[config.mk]
export PLATFORM = sky130hd
export DESIGN_NAME = bitser_addsub
export DESIGN_NICKNAME = d
export VERILOG_FILES = /design/src/rtl/bsa_pkg.sv /design/src/rtl/bsa_operand_sr.sv /design/src/rtl/bsa_adder_cell.sv /design/src/rtl/bsa_sequencer.sv /design/src/rtl/bsa_result_sr.sv /design/src/rtl/bitser_addsub.sv
export SDC_FILE = /design/constraint.sdc
export NUM_CORES = 1
export LEC_CHECK = 0
export ABC_CLOCK_PERIOD_IN_PS = 1820
export BUFFER_PORTS_ARGS = -buffer_cell sky130_fd_sc_hd__buf_2
export CAP_MARGIN = 30
export CELL_PAD_IN_SITES_DETAIL_PLACEMENT = 2
export CELL_PAD_IN_SITES_GLOBAL_PLACEMENT = 2
export CORE_MARGIN = 10
export CORE_UTILIZATION = 33
export CTS_CLUSTER_DIAMETER = 50
export DETAILED_ROUTE_END_ITERATION = 10
export GPL_ROUTABILITY_DRIVEN = 1
export GPL_TIMING_DRIVEN = 0
export HOLD_SLACK_MARGIN = 0.12
export PLACE_DENSITY_LB_ADDON = 0.1
export SETUP_SLACK_MARGIN = 0.3
export SLEW_MARGIN = 10
export SYNTH_ARGS = -nofsm -noshare
export SYNTH_HDL_FRONTEND = slang
export SYNTH_SLANG_ARGS = --single-unit
[constraint.sdc]
create_clock -name clk -period 1.82 [get_ports clk]
set_input_delay 0.364 -clock clk [delete_from_list [all_inputs] [get_ports clk]]
set_output_delay 0.364 -clock clk [all_outputs]
set_load 0.02 [all_outputs]
[src/rtl/bsa_pkg.sv]
package bsa_pkg;

    // Output of one full-adder step.
    typedef struct packed {
        logic sum;
        logic carry;
    } fa_out_t;

    // Sequencer phase.
    typedef enum logic {
        SEQ_IDLE = 1'b0,
        SEQ_RUN  = 1'b1
    } seq_phase_t;

    // One-bit full adder: parity of the inputs, and their majority.
    function automatic fa_out_t full_add(input logic x, input logic y, input logic cin);
        fa_out_t r;
        r.sum   = x ^ y ^ cin;
        r.carry = (x & y) | (x & cin) | (y & cin);
        return r;
    endfunction

    // Bits needed to count from 0 to n inclusive.
    function automatic int count_bits(input int n);
        return (n < 2) ? 1 : $clog2(n + 1);
    endfunction

endpackage

[src/rtl/bsa_operand_sr.sv]
module bsa_operand_sr #(
    parameter int WIDTH = 8
) (
    input  logic             clk,
    input  logic             rst,
    input  logic             load,
    input  logic             step,
    input  logic             invert,
    input  logic [WIDTH-1:0] par_in,
    output logic             lsb
);
    logic [WIDTH-1:0] sr_q;

    always_ff @(posedge clk or posedge rst) begin
        if (rst) begin
            sr_q <= '0;
        end else if (load) begin
            sr_q <= invert ? ~par_in : par_in;
        end else if (step) begin
            sr_q <= {1'b0, sr_q[WIDTH-1:1]};
        end
    end

    assign lsb = sr_q[0];

endmodule

[src/rtl/bsa_adder_cell.sv]
module bsa_adder_cell
    import bsa_pkg::*;
(
    input  logic clk,
    input  logic rst,
    input  logic load,
    input  logic step,
    input  logic preset,
    input  logic bit_a,
    input  logic bit_b,
    output logic sum_bit,
    output logic carry_q
);
    fa_out_t fa;

    always_comb begin
        fa = full_add(bit_a, bit_b, carry_q);
    end

    always_ff @(posedge clk or posedge rst) begin
        if (rst) begin
            carry_q <= 1'b0;
        end else if (load) begin
            carry_q <= preset;
        end else if (step) begin
            carry_q <= fa.carry;
        end
    end

    assign sum_bit = fa.sum;

    AST_CARRY_PRESET: assert property (@(posedge clk) disable iff (rst)
        load |=> (carry_q == $past(preset))) else $error("carry preset wrong");

endmodule

[src/rtl/bsa_sequencer.sv]
module bsa_sequencer
    import bsa_pkg::*;
#(
    parameter int WIDTH = 8
) (
    input  logic clk,
    input  logic rst,
    input  logic ce,
    input  logic start,
    output logic load,
    output logic step,
    output logic idle,
    output logic done
);
    localparam int CW = count_bits(WIDTH);

    seq_phase_t       phase_q;
    logic [CW-1:0]    left_q;

    assign load = ce & start;
    assign step = ce & ~start & (phase_q == SEQ_RUN);
    assign idle = (phase_q == SEQ_IDLE);

    always_ff @(posedge clk or posedge rst) begin
        if (rst) begin
            phase_q <= SEQ_IDLE;
            left_q  <= '0;
            done    <= 1'b0;
        end else begin
            done <= 1'b0;
            if (load) begin
                phase_q <= SEQ_RUN;
                left_q  <= CW'(WIDTH);
            end else if (step) begin
                left_q <= left_q - CW'(1);
                if (left_q == CW'(1)) begin
                    phase_q <= SEQ_IDLE;
                    done    <= 1'b1;
                end
            end
        end
    end

    AST_DONE_PULSE: assert property (@(posedge clk) disable iff (rst)
        done |=> !done) else $error("done wider than one cycle");

    AST_DONE_AT_END: assert property (@(posedge clk) disable iff (rst)
        done |-> (left_q == '0)) else $error("done before last step");

endmodule

[src/rtl/bsa_result_sr.sv]
module bsa_result_sr #(
    parameter int WIDTH = 8
) (
    input  logic             clk,
    input  logic             rst,
    input  logic             step,
    input  logic             sum_bit,
    output logic [WIDTH-1:0] par_out
);
    generate
        if (WIDTH == 1) begin : g_one
            always_ff @(posedge clk or posedge rst) begin
                if (rst) par_out <= '0;
                else if (step) par_out <= sum_bit;
            end
        end else begin : g_many
            always_ff @(posedge clk or posedge rst) begin
                if (rst) par_out <= '0;
                else if (step) par_out <= {sum_bit, par_out[WIDTH-1:1]};
            end
        end
    endgenerate

endmodule

[src/rtl/bitser_addsub.sv]
module bitser_addsub
    import bsa_pkg::*;
#(
    parameter int WIDTH = 8
) (
    input  logic             clk,
    input  logic             rst,
    input  logic             ce,
    input  logic             start,
    input  logic             sub_sel,
    input  logic [WIDTH-1:0] op_a,
    input  logic [WIDTH-1:0] op_b,
    output logic [WIDTH-1:0] result,
    output logic             carry_out,
    output logic             done
);
    logic load, step, idle;
    logic bit_a, bit_b, sum_bit;

    bsa_sequencer #(.WIDTH(WIDTH)) u_seq (
        .clk(clk), .rst(rst), .ce(ce), .start(start),
        .load(load), .step(step), .idle(idle), .done(done)
    );

    bsa_operand_sr #(.WIDTH(WIDTH)) u_opa (
        .clk(clk), .rst(rst), .load(load), .step(step),
        .invert(1'b0), .par_in(op_a), .lsb(bit_a)
    );

    bsa_operand_sr #(.WIDTH(WIDTH)) u_opb (
        .clk(clk), .rst(rst), .load(load), .step(step),
        .invert(sub_sel), .par_in(op_b), .lsb(bit_b)
    );

    bsa_adder_cell u_cell (
        .clk(clk), .rst(rst), .load(load), .step(step), .preset(sub_sel),
        .bit_a(bit_a), .bit_b(bit_b), .sum_bit(sum_bit), .carry_q(carry_out)
    );

    bsa_result_sr #(.WIDTH(WIDTH)) u_res (
        .clk(clk), .rst(rst), .step(step), .sum_bit(sum_bit), .par_out(result)
    );

    AST_CE_FREEZE: assert property (@(posedge clk) disable iff (rst)
        !ce |=> ($stable(result) && $stable(carry_out))) else $error("state moved with ce low");

    AST_IDLE_HOLD: assert property (@(posedge clk) disable iff (rst)
        (idle && !(ce && start)) |=> ($stable(result) && $stable(carry_out))) else $error("idle output moved");

endmodule

==> flow_summary.json <==
{
  "cts_made_buffers": 5,
  "cts_buffer_depth": 2,
  "grt_pass1_wl_um": 6240,
  "leakage_nw": 0.854,
  "fin_area_um2": 1790,
  "ys_ff_latch": 31,
  "clk_latency_ns": 0.28,
  "synth-xor-area-share": 0.0482,
  "grt_max_degree": 20,
  "wl_um": 3690,
  "dieArea_um2": 7460,
  "ctsHtreeMaxLevel": 2,
  "rsz0062_at_grt": "no",
  "fp.coreArea_um2": 4290,
  "cp.required_ns": 1.98,
  "clock-sinks": 31,
  "portBuffers": 28,
  "grtUsageTotal": 0.105,
  "period_share": 0.776,
  "final_common_cell": "buf_2",
  "drt_iter0_markers": 16,
  "tightest_slew_ns": 0.564,
  "die_w_um": 86.3,
  "peakVddDrop_uv": 374,
  "crit_arrival_ns": 1.57,
  "grt_pass1_vias": 1313,
  "finalClockSkew_ns": 0.00515,
  "ys.flop_type": "dfrtp_1",
  "holdWs_ns": 0.130,
  "layout-drive-gt1-share": 0.310,
  "yosysWarnings": 0,
  "vias_per_cell": 5.04,
  "cts_root_buffer": "clkbuf_8",
  "p_total_mw": 2.25,
  "fp.dieH_um": 86.3,
  "hold_violations": 0,
  "avgSynthCellArea_um2": 10.8,
  "num_vias": 1124,
  "cts_tree": "done",
  "dpl.hpwl_um": 2810,
  "gp_congestion": 0.715,
  "synth_cell_type_count": 31,
  "crit_fanout": 4,
  "hp-class": "in2async",
  "firstDrtPassIters": 3,
  "path_clk_slew_ns": 0.07,
  "maxCapViolCount": 0,
  "num_rows": 24,
  "stdcell_count": 223,
  "yosys.area_share.adder": 0.0310,
  "drc": 0,
  "worstSetupEndpointType": "flop",
  "place_inst": 215,
  "async_reset_ff_frac": 1.00,
  "cp-start-kind": "flop",
  "mostFrequentLayoutCells": "33 x buf_2, 31 x dfrtp_1, 19 x nand2_1, 17 x o21ai_0",
  "clock.fmax_mhz": 708,
  "synthSimpleGateAreaFrac": 0.0991,
  "synth_top_family_by_area": "compound AO/OA/AOI/OAI gates",
  "gr-total-overflow": 0,
  "ys_seq_area_frac": 0.534,
  "ios": 31,
  "antennaDiodeCount": 0,
  "place_area_um2": 1690,
  "synth-edff-count": 0,
  "synth_compound_gate_area_share": 0.133,
  "initial_core_util": 0.338,
  "synthMuxAreaShare": 0.117,
  "wl_per_cell_um": 16.5,
  "power.density_nw_per_um2": 1260,
  "slew_violations": 0,
  "areaGrowthSynthToFinish_pct": 23.0,
  "syn_inst": 134,
  "max-slew-margin-rel": 0.624,
  "post_cts_buffers": 0,
  "synth_nets": 158,
  "min_period_ns": 1.41,
  "place_ws_ns": 0.262,
  "ant_nets": 0,
  "setup-tns-final_ns": 0,
  "crit_type": "reg2reg",
  "setup_slack_ns": 0.408,
  "synth_area_um2": 1450,
  "final_util": 0.416,
  "setup_viol": 0,
  "antenna_found_initial": 0,
  "fin_nets": 194,
  "status": "completed"
}
## where the power goes
part	internal (mW)	total [mW]	switching (mW)	leakage, nW
clock network	0.345	0.600	0.255	0.0515
logic	0.284	0.652	0.368	0.421
registers	0.876	0.996	0.120	0.381
## path summary, 6_finish.rpt
kind	startpoint	endpoint	slack, ns	cells after the start
setup reg to reg	u_seq.left_q[2]	u_seq.left_q[3]	0.41	3
hold reg to reg	u_opb.sr_q[7]	u_opb.sr_q[7]	0.49	2
setup / recovery	u_seq.left_q[2]	u_seq.left_q[3]	0.41	3
hold / removal	rst	u_seq.done	0.13	2
max in group asynchronous	rst	u_res.par_out[7]	1.20	3
min in group clk	op_a[7]	u_opa.sr_q[7]	0.32	2
## what timing repair did
item / 4_1_cts / 5_1_grt
hold buffers: 0 / 0
endpoints found under the setup margin: 0 / 3
gates resized for setup: 0 / 2
## worst max-delay path: stages (launching register included)
cell and delay, ns:
dfrtp_1 0.42, or3_1 0.41, o21ai_1 0.11, or3b_1 0.35
## cell families (layout without fill, tap and decap cells)
kind of cell	Yosys count	in the layout
AO/OA/AOI/OAI	32	32
XOR/XNOR	8	8
adder cells (fa/ha/maj)	3	3
buffers and inverters	12	49
flip-flops	31	31
multiplexers	16	16
AND/OR/NAND/NOR	32	32
## routing by layer
| metal | vias up | part of all wire | global-route usage | wire length (um) |
|---|---|---|---|---|
| met4 | 0 | 0.011 | 0.0353 | 40 |
| met1 | 564 | 0.42 | 0.122 | 1530 |
| met2 | 25 | 0.52 | 0.177 | 1930 |
| met3 | 5 | 0.049 | 0.0347 | 181 |
| li1 | 530 | - | - | - |
| met5 | - | 0 | 0 | 0 |
## area by class of cell
type | count | area, um2
fill | 482 | 2510
multi-input combinational | 91 | 622
sequential | 31 | 776
clock buffer | 8 | 100
inverter | 4 | 15.0
tap | 52 | 65.1
buffer | 8 | 41.3
timing repair buffer | 29 | 168
## state kept, by name (all words and copies together) (netlist names)
register / flops
u_cell.carry_q: 1
u_opa.sr_q: 8
u_opb.sr_q: 8
u_res.par_out: 8
u_seq.done: 1
u_seq.left_q: 4
u_seq.phase_q: 1
## cells in the mapped netlist (all sizes together) (2+ instances only)
library cell / n / area share
dfrtp: 31 / 0.53
nand2: 20 / 0.053
o21ai: 19 / 0.068
mux2: 8 / 0.062
mux2i: 8 / 0.055
a22oi: 7 / 0.036
xor2: 7 / 0.042
buf: 6 / 0.022
inv: 4 / 0.010
nor2: 4 / 0.010
a21oi: 2 / 0.0069
clkbuf: 2 / 0.0052
ha: 2 / 0.017
Power figures use the tool's default switching activity.
